**config.mk**
```make
export PLATFORM = sky130hd
export DESIGN_NAME = bxpe_param_extract
export DESIGN_NICKNAME = d
export VERILOG_FILES = /design/src/rtl/bxpe_pkg.sv /design/src/rtl/bxpe_block_fold.sv /design/src/rtl/bxpe_remap.sv /design/src/rtl/bxpe_param_extract.sv
export SDC_FILE = /design/constraint.sdc
export NUM_CORES = 1
export LEC_CHECK = 0
export ABC_AREA = 1
export BUFFER_PORTS_ARGS = -buffer_cell sky130_fd_sc_hd__buf_2
export CAP_MARGIN = 20
export CORE_AREA = 5 5 42 44
export CTS_CLUSTER_DIAMETER = 80
export DETAILED_ROUTE_END_ITERATION = 7
export DIE_AREA = 0 0 47 49
export GPL_ROUTABILITY_DRIVEN = 0
export PLACE_DENSITY = 0.67
export SETUP_SLACK_MARGIN = 0.02
export SLEW_MARGIN = 20
export SYNTH_ARGS = -nofsm -noshare
export SYNTH_HDL_FRONTEND = slang
export SYNTH_SLANG_ARGS = --single-unit
```
**constraint.sdc**
```tcl
create_clock -name clk -period 1.83 [get_ports clk]
set_input_delay 0.4575 -clock clk [delete_from_list [all_inputs] [get_ports clk]]
set_output_delay 0.4575 -clock clk [all_outputs]
set_load 0.1 [all_outputs]
```
**src/rtl/bxpe_pkg.sv**
```systemverilog
package bxpe_pkg;

    localparam int DATA_W  = 14;
    localparam int NUM_BLK = 4;
    localparam int PARAM_W = NUM_BLK;

    typedef logic [PARAM_W-1:0] param_t;

    // All-ones signature is held back as the empty-entry marker.
    localparam param_t EMPTY_CODE = '1;

    // Folded signature together with its collision flag.
    typedef struct packed {
        param_t raw;
        logic   collide;
    } fold_res_t;

    // Lowest bit of block k. The first (dw % nb) blocks take one extra bit.
    function automatic int blk_lo(input int k, input int dw, input int nb);
        int base;
        int rem;
        base = dw / nb;
        rem  = dw % nb;
        return k * base + ((k < rem) ? k : rem);
    endfunction

    // Width of block k.
    function automatic int blk_width(input int k, input int dw, input int nb);
        int base;
        int rem;
        base = dw / nb;
        rem  = dw % nb;
        return base + ((k < rem) ? 1 : 0);
    endfunction

endpackage

```
**src/rtl/bxpe_block_fold.sv**
```systemverilog
module bxpe_block_fold #(
    parameter int W = 4
) (
    input  logic [W-1:0] bits_i,
    output logic         fold_o
);

    always_comb begin
        fold_o = 1'b0;
        for (int j = 0; j < W; j++) begin
            fold_o = fold_o ^ bits_i[j];
        end
    end

endmodule

```
**src/rtl/bxpe_remap.sv**
```systemverilog
module bxpe_remap #(
    parameter int DATA_W  = bxpe_pkg::DATA_W,
    parameter int NUM_BLK = bxpe_pkg::NUM_BLK
) (
    input  logic [DATA_W-1:0]  data_i,
    input  logic               valid_i,
    input  logic [NUM_BLK-1:0] raw_i,
    output logic [NUM_BLK-1:0] code_o
);

    logic               collide;
    logic [NUM_BLK-1:0] alt_code;
    logic               word_par;

    // AND detect: the folded result landed on the reserved code.
    assign collide  = &raw_i;
    assign word_par = ^data_i;

    // Replacement code: top bit cleared so it can never be all ones.
    assign alt_code[NUM_BLK-1] = 1'b0;
    assign alt_code[0]         = word_par;

    genvar k;
    generate
        for (k = 1; k < NUM_BLK - 1; k++) begin : g_alt
            assign alt_code[k] = raw_i[k+1] ^ data_i[NUM_BLK-2-k];
        end
    endgenerate

    always_comb begin
        if (!valid_i) begin
            code_o = '1;
        end else if (collide) begin
            code_o = alt_code;
        end else begin
            code_o = raw_i;
        end
    end

endmodule

```
**src/rtl/bxpe_param_extract.sv**
```systemverilog
module bxpe_param_extract #(
    parameter int DATA_W  = bxpe_pkg::DATA_W,
    parameter int NUM_BLK = bxpe_pkg::NUM_BLK,
    parameter bit REG_OUT = 1'b1
) (
    input  logic               clk,
    input  logic               rst,
    input  logic [DATA_W-1:0]  data_i,
    input  logic               valid_i,
    output logic [NUM_BLK-1:0] param_o
);

    logic [NUM_BLK-1:0] raw;
    logic [NUM_BLK-1:0] code_next;

    genvar k;
    generate
        for (k = 0; k < NUM_BLK; k++) begin : g_blk
            localparam int LO = bxpe_pkg::blk_lo(k, DATA_W, NUM_BLK);
            localparam int BW = bxpe_pkg::blk_width(k, DATA_W, NUM_BLK);
            bxpe_block_fold #(.W(BW)) u_fold (
                .bits_i (data_i[LO +: BW]),
                .fold_o (raw[k])
            );
        end
    endgenerate

    bxpe_remap #(.DATA_W(DATA_W), .NUM_BLK(NUM_BLK)) u_remap (
        .data_i  (data_i),
        .valid_i (valid_i),
        .raw_i   (raw),
        .code_o  (code_next)
    );

    generate
        if (REG_OUT) begin : g_reg
            logic [NUM_BLK-1:0] param_q;
            always_ff @(posedge clk) begin
                if (rst) begin
                    param_q <= '1;
                end else begin
                    param_q <= code_next;
                end
            end
            assign param_o = param_q;
        end else begin : g_comb
            assign param_o = code_next;
        end
    endgenerate

endmodule

```
Yosys cells after proc, flatten, opt, wreduce, memory -nomap -nowiden
Index checks and enable logic that the tools add are counted.
W data, S select, Z words.
- output and inout bits: 4
- RAM bits: 0
- input port bits: 17
- word-level logic and storage cells: 18
- memory bits (read-only): 0
- latch bits: 0
- memories kept: 0
- register bits after elaboration: 4
- multiply operators: 0
- div/mod/pow operators: 0
- bitwise logic cells: 13
- $add $sub $neg: 0
- shift operators: 0
- equal/unequal tests: 0
- $lt $le $gt $ge: 0
- reduce and logical (&&, ||, !) cells: 3
- multiplexer cells: 1
- operator list (cell ; count):
    $reduce_xor A14 Y1 ; 1
    $xor A1 B1 Y1 ; 12
    $mux W4 ; 1
    $reduce_and A4 Y1 ; 1
    $reduce_or A2 Y1 ; 1
    $not A1 Y1 ; 1

Logic depth before layout (Yosys ltp)
Gate-level depths: netlist of the first run.
- depth after elaboration: 5
- depth in mapped cells: 9
- depth with buffers taken out: 9

Modules after synthesis
Synthesis of the first run repeated with hierarchy kept, for this count alone.
- cells, all modules: 153
- area, all modules: 693.2 sq um
- modules (own cells, without submodules) (module ; times used ; cells each ; sequential area each (sq um) ; area each (sq um)):
    bxpe_remap ; 1 ; 92 ; 0.0 ; 379.1
    bxpe_block_fold at g_blk[0].u_fold ... ; 2 ; 15 ; 0.0 ; 63.8
    bxpe_param_extract ; 1 ; 13 ; 80.1 ; 116.4
    bxpe_block_fold at g_blk[2].u_fold ... ; 2 ; 9 ; 0.0 ; 35.0

Worst setup path after synthesis of the first run
No wires, ideal clock.
- path type: register -> output
- start: register g_reg.param_q[0], in the netlist param_o[0]
- end: output port param_o[0]
- cell stages (with the launch flop): 1
- path buffers: 0
- required time: 1372 ps
- slack: 464 ps
- arrival time: 909 ps
- cells stage by stage: dfxtp_1
- RTL lines (what ; RTL line ; source):
    from (decl) ; bxpe_param_extract.sv:37 ; logic [NUM_BLK-1:0] param_q;
    from (signal assigned) ; bxpe_param_extract.sv:42 ; param_q <= code_next;
    to (decl) ; bxpe_param_extract.sv:10 ; output logic [NUM_BLK-1:0] param_o
No word-level cell between the ends.

Worst setup path after layout of the first run
- start: register g_reg.param_q[1], in the netlist param_o[1]
- end: output port param_o[1]
No word-level cell between the ends.

==> results of run 1 <==
[cell families (layout without fill, tap and decap cells)]
logic type	after synthesis	in the layout	share of synthesized area [%]
flops	4	4	19.8
buf+inv	20	43	18.6
simple gates	53	53	56.0
compound gates	4	4	5.57
[final timing paths]
| path | end | slack (ps) | cells past startpoint |
|---|---|---|---|
| max | param_o[1] | 430 | 1 |
| min | param_o[0] | 460 | 3 |
[layout by cell type, fill, tap and decap left out]
cell	instances
nand3_1	7
inv_1	17
nand2_1	36
nand3b_1	1
inv_2	3
nand2_2	5
clkbuf_4	3
nor2_1	3
nor2_2	1
o21bai_1	1
buf_2	20
dfxtp_1	4
o21ai_1	3
[layer usage]
metal  vias to the layer above  track usage, %
met1                       184            9.87
met4                         0            4.15
met3                         0            1.11
li1                        283               -
met2                        12            9.95
met5                         -               0
[metrics by stage]
stage               hold slack, ps  setup WS, ps
floorplan                      589           464
global placement               699           545
detailed placement             701           530
CTS                            461           422
global route                   488           413
finish                         462           432
[power by group through the flow]
stage	registers, mW	logic (mW)	clock network, mW
after floorplan	0.137	0.0615	0
after detailed placement	0.0956	0.140	0
after global placement	0.0955	0.136	0
after CTS	0.0943	0.140	0.112
final	0.0942	0.139	0.108
after global routing	0.0944	0.155	0.111
[layout make-up]
class	count	area share (%)
tap	16	3.66
multi-input combinational	57	45.5
timing repair buffer	20	18.3
inverter	20	13.7
sequential	4	14.6
clock buffer	3	4.12
==> metrics.md, run 1 <==
| Metric | Value |
|---|---|
| Hold Crit Start | `rst` |
| WP data arrival | `940 ps` |
| Buffers plus inverters on the worst setup path | `1` |
| Standard-cell row count | `14` |
| Crit Path Max Fanout | `1` |
| Placed cell count | `117` |
| Synth async-reset ratio | `0%` |
| Setup TNS | `0 ps` |
| Fin area | `547 um2` |
| Starting Density | `28.8%` |
| Max VDD drop | `0.162 mV` |
| Relative slew margins | `67.9%` |
| Initial DRC count | `4` |
| Post-DRT Antenna Nets | `0` |
| Vias in the first global route | `365` |
| Area leader, netlist | `nand2_1` |
| Placed wire-length estimate | `735 um` |
| Slew Limit Fails | `0` |
| Die W | `47 um` |
| Least-Margin Pin Slew | `485 ps` |
| Final Hold Vio Count | `0` |
| Initial antenna violation count | `0` |
| Share of post-route cells with drive strength above 1 | `30.8%` |
| Number of synthesized register bits | `4` |
| Root Driver | `clkbuf_4` |
| CP max-delay cell | `buf_2` |
| Post-Route M1 WL | `358 um` |
| Sw Share | `38.8%` |
| Total track usage | `7.11%` |
| Kind of launch point of the worst setup path | `flip-flop` |
| Max-cap viol count | `0` |
| Post-layout util | `39.0%` |
| Cell-internal power | `0.209 mW` |
| Count of clock tree sinks | `4` |
| # port buffers | `20` |
| Most common cell in the netlist | `nand2_1` |
| Via density | `3.99` |
| Vias | `479` |
| Synthesized area per cell | `4.99 um2` |
| Most frequent cells after synthesis | `nand2_1 (36), inv_1 (17), nand3_1 (7)` |
| Final Power | `0.341 mW` |
| Power share of the combinational group | `40.7%` |
| Critical path's top delay family | `buffers and inverters` |
| Mapped cell area | `404 um2` |
| CP Class | `reg2out` |
| Pleak | `0.362 nW` |
| Launch point of the worst path | `param_o[1]` |
| First-pass GRT wire length | `1270 um` |
| Sequential cell fraction of total power | `27.6%` |
| Max FFs per register | `4` |
| Pwr Density | `623 nW/um2` |
| Die area | `2300 um2` |
| Largest net degree at the start of global routing | `5` |
| Fillcell total | `174` |
| Share of the synthesized area in the top cell type | `33.4%` |
| Post-CTS Resized | `0` |
| GRT overflow | `0` |
| Min Tclk post-route | `1400 ps` |
| Met3 wire length | `57 um` |
| Yosys cell types | `11` |
| Switching power total | `0.132 mW` |
| WL/cell | `6.81 um` |
| Ant diodes | `0` |
| Top FF cell, synth | `dfxtp_1` |
| Critical Path, Cell by Cell | `buf_2` |
| Status | `finished, final reports clean` |
| Sequential area share after synthesis | `19.8%` |
| Placed cell areas | `524 um2` |
| RSZ-0062 raised after global routing | `false` |
| Top Layer Used | `met3` |
| # DRC | `0` |
| CP required | `1370 ps` |
| Post-synth EDFFs | `0` |
| Drt pass-1 iters | `2` |
| Footprint of the multi-input gates | `249 um2` |
| Finished Layout Cells | `120` |
| Core area | `1400 um2` |
| Final Cycle Share | `76.4%` |
| Clock power share | `31.7%` |
| Setup Viol. Count Final | `0` |
| Total setup buffers inserted after CTS | `0` |
| Post-synth net total | `98` |
| CTS max path bufs | `2` |
| H-tree levels | `1` |
| Register Area | `80.1 um2` |
| Post-Syn Instances | `81` |
| Post-Route WL | `817 um` |
| Area Overhead vs Synth | `35.3%` |
| Met2 wire len | `400 um` |
| Synth Warn # | `0` |
| CTS tree | `done` |
| Worst hold path type | `in2reg` |
| Clock transition at the registers of the reported paths | `40 ps` |
| Final #Nets | `123` |
| CTS Buf Count | `3` |
| Largest cells by area after synthesis | `nand2_1 (33%), dfxtp_1 (20%), inv_1 (16%)` |
| Max Fclk | `0.716 GHz` |
| Worst Setup End Kind | `output port` |
| Cts hold-fix bufs | `0` |
| I/O pin count | `21` |
| Die Y | `49 um` |
| Crit path largest cell delay | `410 ps` |
Note: power is estimated with default switching activity, not from simulation.
==> run 2, diff against run 1 <==
==> constraint.sdc (replaced) <==
create_clock -name clk -period 1.3 [get_ports clk]
set_input_delay 0.325 -clock clk [delete_from_list [all_inputs] [get_ports clk]]
set_output_delay 0.325 -clock clk [all_outputs]
set_load 0.1 [all_outputs]
==> run 2 against run 1 <==
Effect of this change:
- first-iteration DRC count rose to 3.5 times the previous value
- die area unchanged
- via count up 5.4%
- flip-flop and latch count unchanged
- critical path depth unchanged
- worst hold slack worse by 130 ps
- count of clock-buffer cells in the layout unchanged
- non-clock buffer count unchanged
- routed wire length up 0.24%
- combinational power up 58%
- core utilization up 4.3 points
- critical endpoint is now param_o[0]
==> metrics.md, run 2 (synthesis results as in run 1) <==
| Metric | Value |
|---|---|
| Core area | `1400 um2 (unchanged)` |
| Root Driver | `clkbuf_4` |
| CP required | `980 ps (-390 ps)` |
| Largest net degree at the start of global routing | `5 (unchanged)` |
| Buffers plus inverters on the worst setup path | `1 (unchanged)` |
| CP max-delay cell | `dfxtp_1` |
| Max FFs per register | `4 (unchanged)` |
| WL/cell | `6.83 um (+0.24%)` |
| Final Power | `0.509 mW (+49%)` |
| Post-CTS Resized | `0 (unchanged)` |
| Setup Viol. Count Final | `0 (unchanged)` |
| Initial DRC count | `14 (+10)` |
| Cts hold-fix bufs | `0 (unchanged)` |
| Critical Path, Cell by Cell | `buf_12` |
| Via density | `4.21 (+5.4%)` |
| Fillcell total | `167 (-4.0%)` |
| CTS max path bufs | `2 (unchanged)` |
| Die area | `2300 um2 (unchanged)` |
| Count of clock tree sinks | `4 (unchanged)` |
| Critical path's top delay family | `flip-flops` |
| Clock transition at the registers of the reported paths | `40 ps (about the same)` |
| Total track usage | `7.25% (+0.14 points)` |
| Final #Nets | `123 (unchanged)` |
| Starting Density | `28.8% (unchanged)` |
| Pleak | `0.393 nW (+8.3%)` |
| Standard-cell row count | `14 (unchanged)` |
| Final Hold Vio Count | `0 (unchanged)` |
| First-pass GRT wire length | `1230 um (-3.2%)` |
| GRT overflow | `0 (unchanged)` |
| Crit path largest cell delay | `340 ps (-70 ps)` |
| Ant diodes | `0 (unchanged)` |
| Kind of launch point of the worst setup path | `flip-flop` |
| Worst hold path type | `in2reg` |
| Share of post-route cells with drive strength above 1 | `30.8% (unchanged)` |
| CTS tree | `done` |
| Max VDD drop | `0.203 mV (+26%)` |
| Post-Route WL | `819 um (+0.24%)` |
| Total setup buffers inserted after CTS | `0 (unchanged)` |
| Min Tclk post-route | `1080 ps` |
| Vias in the first global route | `366 (+0.27%)` |
| Least-Margin Pin Slew | `266 ps (-219 ps)` |
| Commonest non-fill, non-tap cell in the layout | `nand2_1` |
| Area Overhead vs Synth | `50.2%` |
| Placed wire-length estimate | `741 um (+0.82%)` |
| Crit Path Max Fanout | `1 (unchanged)` |
| WP data arrival | `760 ps (-180 ps)` |
| CP Class | `reg2out` |
| Final Cycle Share | `83.3%` |
| Worst Setup End Kind | `output port` |
| Die W | `47 um (unchanged)` |
| Die Y | `49 um (unchanged)` |
| # DRC | `0 (unchanged)` |
| CTS Buf Count | `3 (unchanged)` |
| Initial antenna violation count | `0 (unchanged)` |
| Post-DRT Antenna Nets | `0 (unchanged)` |
| RSZ-0062 raised after global routing | `false` |
| Setup TNS | `0 ps (unchanged)` |
| I/O pin count | `21 (unchanged)` |
| Max-cap viol count | `0 (unchanged)` |
| # port buffers | `20 (unchanged)` |
| Most frequent cells in the layout | `nand2_1 (36), inv_1 (17), buf_2 (16)` |
| Max Fclk | `0.923 GHz` |
| Slew Limit Fails | `0 (unchanged)` |
| Status | `finished, final reports clean` |
| H-tree levels | `1 (unchanged)` |
| Pwr Density | `839 nW/um2 (+35%)` |
| Vias | `505 (+5.4%)` |
| Drt pass-1 iters | `4 (+2)` |
| Relative slew margins | `82.2% (+14 points)` |
run 2: cell counts in the layout (fill, tap and decap cells not counted):
No cell type changed its count.
run 2: path summary, 6_finish.rpt:
check	startpoint	end	slack, ps	cells after the start
setup / recovery	param_o[0]	param_o[0]	220	1
hold / removal	rst	param_o[0]	330	3
run 2: cell type report:
class | instances | area (um2) | share of cell area, %
clock buffer | 3 | 22.5 | 3.71
inverter | 20 | 75.1 | 12.4
multi-input combinational | 57 | 249 | 41.0
sequential | 4 | 80.1 | 13.2
tap | 16 | 20.0 | 3.30
timing repair buffer | 20 | 160 | 26.4
run 2: tightest hold or removal path, delay by kind of cell:
family        cells  cell delay, ps
buf+inv           1              80
simple gates      2             130
run 2: layer usage:
layer | share of wire (%) | global-route usage (%) | vias to the layer above
met2 | 52 | 12.4 | 16
met1 | 39 | 7.02 | 204
met5 | 0 | 0 | -
met4 | 1.1 | 4.15 | 0
li1 | - | - | 283
met3 | 7.6 | 2.58 | 2
run 2: report_power, final:
part           internal [mW]  switching (mW)  total [mW]
registers              0.132         0.00592       0.138
clock network          0.103          0.0491       0.152
logic                 0.0837           0.136       0.220
total                  0.318           0.191       0.509
run 2: per-stage QoR:
| step | hold slack, ps | util (%) | setup WS [ps] | cells | area, um2 |
|---|---|---|---|---|---|
| final | 331 | 43.3 | 217 | 120 | 607 |
| after global placement | 565 | 41.7 | 151 | 117 | 584 |
| after detailed placement | 572 | 41.7 | 143 | 117 | 584 |
| after floorplan | 457 | - | 66.0 | 81 | 404 |
| after global routing | 350 | 43.3 | 175 | 120 | 607 |
| after CTS | 329 | 43.3 | 206 | 120 | 607 |
==> run 3, diff against run 2 <==
--- a/config.mk
+++ b/config.mk
@@ -5,7 +5,7 @@
 export SDC_FILE = /design/constraint.sdc
 export NUM_CORES = 1
 export LEC_CHECK = 0
-export ABC_AREA = 1
+export ABC_AREA = 0
 export BUFFER_PORTS_ARGS = -buffer_cell sky130_fd_sc_hd__buf_2
 export CAP_MARGIN = 20
 export CORE_AREA = 5 5 42 44
@@ -13,7 +13,7 @@
 export DETAILED_ROUTE_END_ITERATION = 7
 export DIE_AREA = 0 0 47 49
 export GPL_ROUTABILITY_DRIVEN = 0
-export PLACE_DENSITY = 0.67
+export PLACE_DENSITY = 0.54
 export SETUP_SLACK_MARGIN = 0.02
 export SLEW_MARGIN = 20
 export SYNTH_ARGS = -nofsm -noshare
==> constraint.sdc (replaced) <==
create_clock -name clk -period 1.01 [get_ports clk]
set_input_delay 0.2525 -clock clk [delete_from_list [all_inputs] [get_ports clk]]
set_output_delay 0.2525 -clock clk [all_outputs]
set_load 0.1 [all_outputs]
==> run 3 against run 2 <==
Effect of this change:
- via count is 48% lower
- final cell count is 43% lower
- final area is 6.4% lower
- total power is 52% higher
- count of clock-buffer cells in the layout stayed put
- worst hold slack better by 18 ps
- sequential power is 37% higher
- worst setup slack worse by 200 ps
- core utilization is 2.8 points lower
- critical endpoint is now param_o[2]
- largest cell class unchanged
- largest power group unchanged
==> metrics.md, run 3 <==
| Metric | Value |
|---|---|
| Min Tclk post-route | `994 ps` |
| I/O pin count | `21 (unchanged)` |
| Count of clock tree sinks | `4 (unchanged)` |
| Power share of the combinational group | `50.9% (+7.8 points)` |
| Sw Share | `35.4% (-2.0 points)` |
| Top FF cell, synth | `dfxtp_1` |
| Setup Viol. Count Final | `0 (unchanged)` |
| CTS max path bufs | `2 (unchanged)` |
| Max VDD drop | `0.468 mV (+130%)` |
| Post-Syn Instances | `25 (-69%)` |
| Commonest non-fill, non-tap cell in the layout | `buf_2` |
| WL/cell | `8.51 um (+25%)` |
| Total track usage | `5.92% (-1.3 points)` |
| Relative slew margins | `81.1% (-1.1 points)` |
| Post-synth net total | `42 (-57%)` |
| Synthesized area per cell | `9.56 um2 (+92%)` |
| Launch point of the worst path | `data_i[0]` |
| Core area | `1400 um2 (unchanged)` |
| Sequential cell fraction of total power | `24.4% (-2.6 points)` |
| Initial DRC count | `2 (-12)` |
| Buffers plus inverters on the worst setup path | `1 (unchanged)` |
| Area leader, netlist | `dfxtp_1` |
| CTS Buf Count | `3 (unchanged)` |
| Drt pass-1 iters | `2 (-2)` |
| Die W | `47 um (unchanged)` |
| WP data arrival | `1100 ps (+340 ps)` |
| Worst setup endpoint | `param_o[2]` |
| Worst Setup End Kind | `flip-flop` |
| Sequential area share after synthesis | `33.5% (+14 points)` |
| Kind of launch point of the worst setup path | `primary input` |
| Die area | `2300 um2 (unchanged)` |
| Final Power | `0.776 mW (+52%)` |
| Post-synth EDFFs | `0 (unchanged)` |
| # DRC | `0 (unchanged)` |
| Synth async-reset ratio | `0% (unchanged)` |
| Placed cell areas | `480 um2 (-18%)` |
| # port buffers | `20 (unchanged)` |
| RSZ-0062 raised after global routing | `true` |
| Die Y | `49 um (unchanged)` |
| Max-cap viol count | `0 (unchanged)` |
| CP required | `1120 ps (+140 ps)` |
| Area Overhead vs Synth | `138%` |
| Cts hold-fix bufs | `0 (unchanged)` |
| Number of synthesized register bits | `4 (unchanged)` |
| Yosys cell types | `11 (unchanged)` |
| Most frequent cells after synthesis | `xnor2_1 (9), dfxtp_1 (4), inv_1 (3)` |
| Max Fclk | `1.01 GHz` |
| Pleak | `0.278 nW (-29%)` |
| Final #Nets | `71 (-42%)` |
| Starting Density | `17.1% (-12 points)` |
| Synth Warn # | `0 (unchanged)` |
| Fillcell total | `148 (-11%)` |
| First-pass GRT wire length | `979 um (-20%)` |
| Slew Limit Fails | `0 (unchanged)` |
| Finished Layout Cells | `68 (-43%)` |
| Crit path largest cell delay | `350 ps (about the same)` |
| Least-Margin Pin Slew | `282 ps (+15.8 ps)` |
| Critical Path, Cell by Cell | `buf_4 -> xnor2_4 -> xnor2_2 -> o41ai_2 -> nand2_1` |
| Most frequent cells in the layout | `buf_2 (14), xnor2_2 (5), buf_4 (5)` |
| Share of the synthesized area in the top cell type | `33.5% (+0.071 points)` |
| Most common cell in the netlist | `xnor2_1` |
| Mapped cell area | `239 um2 (-41%)` |
| Final Hold Vio Count | `0 (unchanged)` |
| Max FFs per register | `4 (unchanged)` |
| Post-Route WL | `579 um (-29%)` |
| GRT overflow | `0 (unchanged)` |
| Clock transition at the registers of the reported paths | `30 ps (about the same)` |
| Total setup buffers inserted after CTS | `0 (unchanged)` |
| Placed cell count | `65 (-44%)` |
| Via density | `3.88 (-7.7%)` |
| CP max-delay cell | `o41ai_2` |
| Clock power share | `24.7% (-5.2 points)` |
| H-tree levels | `1 (unchanged)` |
| Standard-cell row count | `14 (unchanged)` |
| Vias | `264 (-48%)` |
| Critical path's top delay family | `compound AO/OA/AOI/OAI gates` |
| Crit Path Max Fanout | `3 (+2)` |
| Cell-internal power | `0.501 mW (+57%)` |
| Fin area | `568 um2 (-6.4%)` |
| CTS tree | `done` |
| Largest cells by area after synthesis | `dfxtp_1 (34%), xnor2_1 (33%), a22oi_1 (6.3%)` |
| Largest net degree at the start of global routing | `5 (unchanged)` |
| Ant diodes | `0 (unchanged)` |
| Vias in the first global route | `289 (-21%)` |
| Critical path depth | `5 (+4)` |
| Initial antenna violation count | `0 (unchanged)` |
| Pwr Density | `1370 nW/um2 (+63%)` |
| Share of post-route cells with drive strength above 1 | `75.0% (+44 points)` |
| CP Class | `in2reg` |
| Post-DRT Antenna Nets | `0 (unchanged)` |
| Status | `finished, final reports clean` |
| Root Driver | `clkbuf_4` |
| Final Cycle Share | `98.4%` |
| Post-layout util | `40.5% (-2.8 points)` |
| Worst hold path type | `in2reg` |
| Switching power total | `0.275 mW (+44%)` |
==> run 3: layout make-up <==
type	count	area, um2	share of cell area, %
multi-input combinational	18	230	40.5
timing repair buffer	24	199	35.0
sequential	4	85.1	15.0
clock buffer	3	22.5	3.96
tap	16	20.0	3.52
inverter	3	11.3	1.98
==> run 3: per-layer routing <==
| metal | routed length (um) | global-route usage (%) | up-vias |
|---|---|---|---|
| met5 | 0 | 0 | - |
| met4 | 0 | 6.91 | 0 |
| met3 | 82 | 1.48 | 0 |
| met2 | 309 | 7.69 | 18 |
| met1 | 187 | 6.84 | 108 |
| li1 | - | - | 138 |
==> run 3: worst min-delay path by stage <==
stage                from          to  slack [ps]  depth (start not counted)
6_report              rst  param_o[2]         350                          4
5_1_grt               rst  param_o[2]         370                          4
2_1_floorplan         rst  param_o[2]         390                          2
3_3_place_gp   data_i[10]  param_o[2]         580                          4
4_1_cts        data_i[10]  param_o[2]         340                          4
3_5_place_dp   data_i[10]  param_o[2]         590                          4
==> run 3: what timing repair did <==
| item | 4_1_cts | 5_1_grt |
|---|---|---|
| endpoints found under the hold margin | 0 | 0 |
| pin swaps | 1 | 5 |
| resized for setup | 0 | 10 |
| endpoints found under the setup margin | 5 | 7 |
==> run 3: tightest hold or removal path: stages <==
cell	delay, ps
buf_2	70
nor2b_1	40
buf_4	130
nand2_1	50
==> run 3: logic make-up (layout without fill, tap and decap cells) <==
kind of cell	after synthesis	in the layout	share of synthesized area, %
AO/OA/AOI/OAI	4	4	12.0
buffers and inverters	3	30	4.71
AND/OR/NAND/NOR	4	4	13.1
XOR/XNOR	10	10	36.7
flip-flops	4	4	33.5
==> run 3: per-stage QoR <==
stage | hold slack [ps] | setup slack, ps | setup TNS (ps)
6_report | 349 | 16.2 | 0
4_1_cts | 342 | 9.88 | 0
5_1_grt | 372 | -37.6 | -72.1
3_5_place_dp | 586 | -213 | -739
3_3_place_gp | 576 | -205 | -709
2_1_floorplan | 391 | -25.5 | -33.2
==> run 3: power groups by stage <==
stage	Clock, mW	Sequential [mW]	Combinational, mW
2_1_floorplan	0	0.294	0.0984
3_3_place_gp	0	0.192	0.343
3_5_place_dp	0	0.192	0.346
4_1_cts	0.205	0.190	0.347
5_1_grt	0.217	0.191	0.417
6_report	0.192	0.189	0.395
